==> config.mk <==
export PLATFORM = sky130hd
export DESIGN_NAME = evt_irq_ctrl
export DESIGN_NICKNAME = d
export VERILOG_FILES = /design/src/rtl/evt_irq_pkg.sv /design/src/rtl/evt_raw_flags.sv /design/src/rtl/evt_mask_reg.sv /design/src/rtl/evt_read_mux.sv /design/src/rtl/evt_irq_ctrl.sv
export SDC_FILE = /design/constraint.sdc
export NUM_CORES = 1
export LEC_CHECK = 0
export BUFFER_PORTS_ARGS = -buffer_cell sky130_fd_sc_hd__buf_2
export CORE_MARGIN = 1.5
export CORE_UTILIZATION = 38
export DETAILED_ROUTE_END_ITERATION = 12
export GPL_ROUTABILITY_DRIVEN = 1
export PLACE_DENSITY = 0.85
export SLEW_MARGIN = 15
export SYNTH_ARGS = -nofsm -noshare
export SYNTH_HDL_FRONTEND = slang
export SYNTH_HIERARCHICAL = 1
export SYNTH_SLANG_ARGS = --single-unit
==> constraint.sdc <==
create_clock -name clk -period 2.57 [get_ports clk]
set_input_delay 0.1285 -clock clk [delete_from_list [all_inputs] [get_ports clk]]
set_output_delay 0.1285 -clock clk [all_outputs]
set_load 0.005 [all_outputs]
==> src/rtl/evt_irq_pkg.sv <==
package evt_irq_pkg;

    localparam int N_SRC  = 4;
    localparam int DATA_W = 32;
    localparam int ADDR_W = 3;

    typedef enum logic [ADDR_W-1:0] {
        SEL_MASK      = 3'd0,
        SEL_RAW       = 3'd1,
        SEL_MASKED    = 3'd2,
        SEL_SET       = 3'd3,
        SEL_CLR       = 3'd4,
        SEL_MASK_SET  = 3'd5,
        SEL_MASK_CLR  = 3'd6
    } reg_sel_e;

    typedef struct packed {
        logic mask_load;
        logic mask_set;
        logic mask_clr;
        logic raw_set;
        logic raw_clr;
    } wr_dec_t;

    // Sets take precedence over clears.
    function automatic logic [N_SRC-1:0] merge_flags(
        input logic [N_SRC-1:0] cur,
        input logic [N_SRC-1:0] set_v,
        input logic [N_SRC-1:0] clr_v
    );
        return (cur & ~clr_v) | set_v;
    endfunction

endpackage

==> src/rtl/evt_raw_flags.sv <==
module evt_raw_flags
    import evt_irq_pkg::*;
#(
    parameter int NS = N_SRC
) (
    input  logic          clk,
    input  logic          rst,
    input  logic [NS-1:0] hw_set,
    input  logic [NS-1:0] sw_set,
    input  logic [NS-1:0] sw_clr,
    input  logic [NS-1:0] auto_clr,
    output logic [NS-1:0] raw_q
);
    for (genvar b = 0; b < NS; b++) begin : g_flag
        logic nxt;
        always_comb begin
            nxt = hw_set[b] | sw_set[b] | (raw_q[b] & ~(sw_clr[b] | auto_clr[b]));
        end
        always_ff @(posedge clk) begin
            if (rst) raw_q[b] <= 1'b0;
            else     raw_q[b] <= nxt;
        end
    end
endmodule

==> src/rtl/evt_mask_reg.sv <==
module evt_mask_reg
    import evt_irq_pkg::*;
#(
    parameter int NS = N_SRC
) (
    input  logic          clk,
    input  logic          rst,
    input  wr_dec_t       dec,
    input  logic [NS-1:0] wbits,
    output logic [NS-1:0] mask_q
);
    logic [NS-1:0] mask_d;

    always_comb begin
        mask_d = mask_q;
        if (dec.mask_load)     mask_d = wbits;
        else if (dec.mask_set) mask_d = merge_flags(mask_q, wbits, '0);
        else if (dec.mask_clr) mask_d = merge_flags(mask_q, '0, wbits);
    end

    always_ff @(posedge clk) begin
        if (rst) mask_q <= '0;
        else     mask_q <= mask_d;
    end
endmodule

==> src/rtl/evt_read_mux.sv <==
module evt_read_mux
    import evt_irq_pkg::*;
#(
    parameter int NS = N_SRC,
    parameter int DW = DATA_W,
    parameter int AW = ADDR_W
) (
    input  logic [AW-1:0] sel,
    input  logic [NS-1:0] raw_q,
    input  logic [NS-1:0] mask_q,
    output logic [DW-1:0] rdata
);
    localparam int PAD_W = DW - NS;

    always_comb begin
        unique case (reg_sel_e'(sel))
            SEL_MASK:   rdata = {{PAD_W{1'b0}}, mask_q};
            SEL_RAW:    rdata = {{PAD_W{1'b0}}, raw_q};
            SEL_MASKED: rdata = {{PAD_W{1'b0}}, raw_q & mask_q};
            default:    rdata = '0;
        endcase
    end
endmodule

==> src/rtl/evt_irq_ctrl.sv <==
module evt_irq_ctrl
    import evt_irq_pkg::*;
#(
    parameter int NS = N_SRC,
    parameter int DW = DATA_W,
    parameter int AW = ADDR_W
) (
    input  logic          clk,
    input  logic          rst,
    input  logic [NS-1:0] evt_pulse,
    input  logic          w3_access,
    input  logic [NS-1:0] autoclr_en,
    input  logic          reg_wr_en,
    input  logic [AW-1:0] reg_addr,
    input  logic [DW-1:0] reg_wdata,
    output logic [DW-1:0] reg_rdata,
    output logic          irq_o
);
    wr_dec_t       dec;
    logic [NS-1:0] wbits;
    logic [NS-1:0] raw_q;
    logic [NS-1:0] mask_q;
    logic [NS-1:0] auto_clr;
    logic          unused_hi;

    assign wbits     = reg_wdata[NS-1:0];
    assign unused_hi = ^reg_wdata[DW-1:NS];
    assign auto_clr  = w3_access ? autoclr_en : '0;

    always_comb begin
        dec           = '0;
        dec.mask_load = reg_wr_en && (reg_sel_e'(reg_addr) == SEL_MASK);
        dec.mask_set  = reg_wr_en && (reg_sel_e'(reg_addr) == SEL_MASK_SET);
        dec.mask_clr  = reg_wr_en && (reg_sel_e'(reg_addr) == SEL_MASK_CLR);
        dec.raw_set   = reg_wr_en && (reg_sel_e'(reg_addr) == SEL_SET);
        dec.raw_clr   = reg_wr_en && (reg_sel_e'(reg_addr) == SEL_CLR);
    end

    evt_raw_flags #(.NS(NS)) u_raw (
        .clk      (clk),
        .rst      (rst),
        .hw_set   (evt_pulse),
        .sw_set   (dec.raw_set ? wbits : '0),
        .sw_clr   (dec.raw_clr ? wbits : '0),
        .auto_clr (auto_clr),
        .raw_q    (raw_q)
    );

    evt_mask_reg #(.NS(NS)) u_mask (
        .clk    (clk),
        .rst    (rst),
        .dec    (dec),
        .wbits  (wbits),
        .mask_q (mask_q)
    );

    evt_read_mux #(.NS(NS), .DW(DW), .AW(AW)) u_rd (
        .sel    (reg_addr),
        .raw_q  (raw_q),
        .mask_q (mask_q),
        .rdata  (reg_rdata)
    );

    always_ff @(posedge clk) begin
        if (rst) irq_o <= 1'b0;
        else     irq_o <= |(raw_q & mask_q);
    end
endmodule

==> metrics, run 1 <==
post-synth top area cell=buf_4; most frequent cells in the layout=28 x conb_1, 23 x buf_2, 13 x a21oi_1; Final setup viols=0; post-CTS sizing=0; Slew Limit Fails=0; clk root buf=clkbuf_4; static leakage=between 0.4 and 0.5 nW; register area=180 um2; Crit. Startpoint=reg_addr[1]; largest family of logic cells by synthesized area=simple AND/OR/NAND/NOR gates; Hold Crit Start=evt_pulse[0]; largest net degree at the start of global routing=11; GPL Wtd Cong=0.859; Ys Warns=6; Post-Route WL=approximately 1700 um; Worst path max stage delay=between 0.8 and 0.9 ns; first-pass GRT wire length=between 2000 and 3000 um; Syn Inst Count=roughly 100; Remaining DRCs=0; Ports=80; reg-to-reg slack, setup=around 1.6 ns; top cells by area, synth=buf_4 26%, dfxtp_1 22%, and2_1 9.3%; DRT iter0 DRCs=18; Yosys top cell area share=0.262; Slew @ Worst Pin=roughly 0.96 ns; postcts setup bufs=0; # port buffers=23; starting density of the core=0.405; mean number of vias per cell=roughly 4.7; post-detailed-route count of antenna-violating nets=0; clock latency on the worst-skew pair=0.26 ns; Hold-fix buffers, CTS=0; Slew headroom=0.350; share of post-route cells with drive strength above 1=0.215; register bit count reported by yosys=9; M2 GR Usage=0.269; Max stage delay cell, worst path=nor4b_1; register area share after synthesis=0.224; H-tree depth=1; Levels on crit path=4; Post-layout nets=178; Worst Hold Class=input pin to register; fmax=720 MHz; CP Capture Type=register; drt pass-1 iters=4; Core ar.=0.00198 mm2; initial antenna violation count=0; antenna cell count=0; clock skew=about 0.005 ns; maximum VDD drop=0.200 mV; GR met1 Demand/Resource=0.180; XOR/XNOR Fraction of Synth Area=0; PwrDens=between 300 and 400 mW/mm2; Mapped Area=between 800 and 900 um2; CP required=2.76 ns; final worst-path cycle share=0.540; Adder-Cell Fraction of Synth Area=0; total global-route track usage=0.160; Largest delay share family, worst path=simple AND/OR/NAND/NOR gates; Clock Path Buffers=2; RSZ-0062 raised after global routing=no; synthesis-to-finish area growth=8.26%; TritonCTS Buffers=3; Synth Area in Simple Gates=0.366; mux cell area share after synthesis=0; FP Rows=16; post-synthesis compound-gate area fraction=0.143; Setup Crit Path Kind=input pin to register; Syn Area/Cell=between 7 and 8 um2; vias=around 730; Die H=between 40 and 50 um; Power Total=0.331 mW; RR Startpoint=u_raw/raw_q[1]$_SDFF_PP0_; clock sink count=9; worst r2r dst=u_raw/raw_q[1]$_SDFF_PP0_; crit-path cells=buf_2 > nor4b_1 > o21ai_0 > a21oi_1; GRT busiest layer=met2; fin crit period=1.39 ns; Critical Path AT=~1.6 ns; Fillers=204; Die X=about 49 um; M3 GR Usage=0.0307; setup_tns=0 ns; Reg clk slew, reported paths=roughly 0.06 ns; area of the multi-input gates=around 500 um2; Buf/Inv on CP=1; CTS tree=built; peak fanout along the critical path=10; hpwl dp=between 1000 and 1500 um; count of final hold-check violations=0; die area=roughly 0.0024 mm2; most common cell after layout, fill and taps aside=conb_1; Synth cell types=20; type of origin of the critical path=input pin; number of cells on the worst reg-to-reg path=2; Remaining Overflow, GRT=0; max cap viols=0; WL/cell=approximately 11 um; status=complete, no violations; number of global-route vias before repair=678
==> cells in the mapped netlist <==
master    number
nand3b_1       5
o21ai_1        3
nor2b_4        1
a22oi_1        2
a21oi_1       13
nor4b_1        1
conb_1         1
o21ai_0        4
and4b_1        1
nand2b_1       4
dfxtp_1        9
and4bb_4       1
nor3b_1        2
nor2b_1        2
or3b_1         4
buf_4         28
and2b_1        1
nand2_1        6
nor2_1         4
and2_1        12
==> stage by stage <==
step / hold WS (ns) / util / instances / cell area, um2 / setup slack (ns)
3_5_place_dp: 0.389 / 0.426 / 153 / 843 / 0.929
5_1_grt: 0.116 / 0.439 / 157 / 870 / 0.875
3_3_place_gp: 0.375 / 0.426 / 153 / 843 / 1.13
4_1_cts: 0.111 / 0.439 / 157 / 870 / 1.19
6_report: 0.111 / 0.439 / 157 / 870 / 1.18
2_1_floorplan: 0.198 / - / 131 / 905 / 1.48
==> report_power, final <==
group	total, mW	switching [mW]	internal (mW)
Sequential	0.153	0.00562	0.147
Clock	0.111	0.0516	0.0599
Combinational	0.0672	0.0376	0.0296
==> how the worst min path moves through the flow <==
| stage | to | depth (start not counted) |
|---|---|---|
| 6_report | u_raw/raw_q[0]$_SDFF_PP0_ | 3 |
| 5_1_grt | u_raw/raw_q[3]$_SDFF_PP0_ | 3 |
| 4_1_cts | u_raw/raw_q[1]$_SDFF_PP0_ | 3 |
| 2_1_floorplan | irq_o$_SDFF_PP0_ | 1 |
| 3_3_place_gp | u_raw/raw_q[0]$_SDFF_PP0_ | 3 |
| 3_5_place_dp | u_raw/raw_q[3]$_SDFF_PP0_ | 3 |
==> worst min-delay path, stage by stage <==
cell and delay (ns):
buf_2 0.07, nor2_1 0.03, a21oi_1 0.10
==> cells by family after synthesis <==
kind of cell	count (synthesis)
compound gates	22
other cells	1
simple gates	44
flops	9
buf+inv	28
==> layer usage <==
metal	vias up	wire, um
li1	351	-
met1	336	709
met2	41	835
met3	4	131
met4	0	31
met5	-	0
==> cell type report <==
cell class / count / area share
clock buffer: 4 / 0.0302
multi-input combinational: 94 / 0.591
sequential: 9 / 0.207
tap: 27 / 0.0388
timing repair buffer: 23 / 0.132
No activity file was read; power rests on OpenSTA's default activity.
==> inputs of run 2 (changes only) <==
CORE_UTILIZATION = 35   (was 38)
PLACE_DENSITY = 0.79   (was 0.85)
clock period = 1.4 ns   (was 2.57 ns; I/O delays follow)
==> run 2 against run 1 <==
  * Worst setup slack got worse by 1.0 ns
  * Worst hold slack got worse by 0.060 ns
  * Clock skew is 0.0048 ns lower
  * Design area is 1.0% higher
  * Highest routed layer is now met3
  * Largest power group unchanged
==> metrics, run 2 (synthesis results as in run 1) <==
most frequent cells in the layout=28 x conb_1, 23 x buf_2, 13 x a21oi_1 (unchanged); Remaining Overflow, GRT=0 (unchanged); DR WL met2=866 um (was 835 um); GPL Wtd Cong=0.889 (was 0.859); Max stage delay cell, worst path=dfxtp_1 (was nor4b_1); fmax=slightly below 800 MHz; antenna cell count=0 (unchanged); area of the multi-input gates=514 um2 (unchanged); Post-layout nets=179 (was 178); Slew Limit Fails=0 (unchanged); fin crit period=1.27 ns; CP required=1.33 ns (was 2.76 ns); hpwl dp=1390 um (was 1370 um); CP Capture Type=primary output (was register); PwrDens=691 mW/mm2 (was 381 mW/mm2); number of global-route vias before repair=660 (was 678); register area=180 um2 (unchanged); most common cell after layout, fill and taps aside=conb_1 (unchanged); largest net degree at the start of global routing=11 (unchanged); Worst Hold Class=input pin to register (unchanged); Flop pwr share=0.462 (was 0.461); crit-path cells=nor2b_1 > nand2b_1 > a21oi_1 > buf_2 (was buf_2 > nor4b_1 > o21ai_0 > a21oi_1); Finished Core Util=0.401 (was 0.439); worst path setup slack after routing=0.133 ns (was 1.18 ns); clock sink count=9 (unchanged); Power Total=0.607 mW (was 0.331 mW); post-CTS sizing=0 (unchanged); Net Sw Frac=0.283 (was 0.286); RSZ-0062 raised after global routing=no (unchanged); synthesis-to-finish area growth=9.35% (was 8.26%); Internal Dissipation=0.435 mW (was 0.237 mW); peak fanout along the critical path=3 (was 10); type of origin of the critical path=register (was input pin); status=complete, no violations (unchanged); max cap viols=0 (unchanged); CTS tree=built (unchanged); Post-Route WL=1760 um (was 1710 um); top sig layer=met3 (was met4); total global-route track usage=0.141 (was 0.160); Final setup viols=0 (unchanged); FP Rows=17 (was 16); H-tree depth=1 (unchanged); Worst path max stage delay=0.35 ns (was 0.85 ns); Setup Crit Path Kind=register to primary output (was input pin to register); vias=724 (was 732); count of final hold-check violations=0 (unchanged); WL/cell=11.1 um (was 10.9 um); clock latency on the worst-skew pair=0.26 ns (about the same); die area=0.00259 mm2 (was 0.00240 mm2); Reg clk slew, reported paths=0.06 ns (about the same); met3 routed WL=147 um (was 131 um); met1 wire length=744 um (was 709 um); share of post-route cells with drive strength above 1=0.221 (was 0.215); final worst-path cycle share=0.905; static leakage=0.410 nW (was 0.404 nW); clock power share=0.333 (was 0.336); Hold-fix buffers, CTS=0 (unchanged); sw power=0.172 mW (was 0.0948 mW); Clock Path Buffers=2 (unchanged); starting density of the core=0.367 (was 0.405); initial antenna violation count=0 (unchanged); TritonCTS Buffers=3 (unchanged); postcts setup bufs=0 (unchanged); DRT iter0 DRCs=24 (was 18); mean number of vias per cell=4.55 (was 4.66); Logic pwr share=0.205 (was 0.203); first-pass GRT wire length=2770 um (was 2930 um); drt pass-1 iters=4 (unchanged); maximum VDD drop=0.545 mV (was 0.200 mV); setup_tns=0 ns (unchanged); Fillers=233 (was 204); Critical Path AT=1.20 ns (was 1.57 ns); clock skew=0.000215 ns (was 0.00499 ns); Placement Setup Slack=0.170 ns (was 0.929 ns); Die H=50.9 um (was 49.0 um); Remaining DRCs=0 (unchanged); clk root buf=clkbuf_4 (unchanged); Core ar.=0.00219 mm2 (was 0.00198 mm2); Die X=50.9 um (was 49.0 um); Ports=80 (unchanged); post-detailed-route count of antenna-violating nets=0 (unchanged); # port buffers=23 (unchanged)
-- run 2: through the flow --
step           cell area (um2)  cells  hold WS, ns
6_report                   878    159       0.0508
5_1_grt                    878    159       0.0661
4_1_cts                    878    159       0.0445
3_5_place_dp               852    155        0.315
3_3_place_gp               852    155        0.312
2_1_floorplan              905    131        0.139
-- run 2: cell type report --
type,count,area share
multi-input combinational,94,0.585
clock buffer,4,0.0299
sequential,9,0.205
timing repair buffer,24,0.140
tap,28,0.0399
-- run 2: per-layer routing --
| layer | global-route usage | vias up |
|---|---|---|
| met4 | 0.0180 | 0 |
| met5 | 0 | - |
| li1 | - | 355 |
| met1 | 0.165 | 337 |
| met2 | 0.245 | 32 |
| met3 | 0.0585 | 0 |
-- run 2: worst max-delay path, delay by kind of cell, from the launching register on --
kind / cells / cell delay, ns
DFF: 1 / 0.35
and+or+nand+nor: 2 / 0.29
buffers and inverters: 1 / 0.14
AOI/OAI and AO/OA: 1 / 0.17
-- run 2: path summary, 6_finish.rpt --
check,from,endpoint,slack (ns),cells past startpoint
worst max-delay path,register,reg_rdata[1],0.13,4
worst max register to register,u_raw/raw_q[3]$_SDFF_PP0_,u_raw/raw_q[3]$_SDFF_PP0_,0.44,2
worst min-delay path,evt_pulse[2],u_raw/raw_q[2]$_SDFF_PP0_,0.05,3
worst min register to register,register,register,0.50,2
-- run 2: power by group through the flow --
stage	registers (mW)	logic [mW]	clock network (mW)
finish	0.280	0.124	0.202
global route	0.283	0.142	0.220
CTS	0.281	0.123	0.207
detailed placement	0.286	0.122	0
global placement	0.285	0.117	0
floorplan	0.282	0.123	0
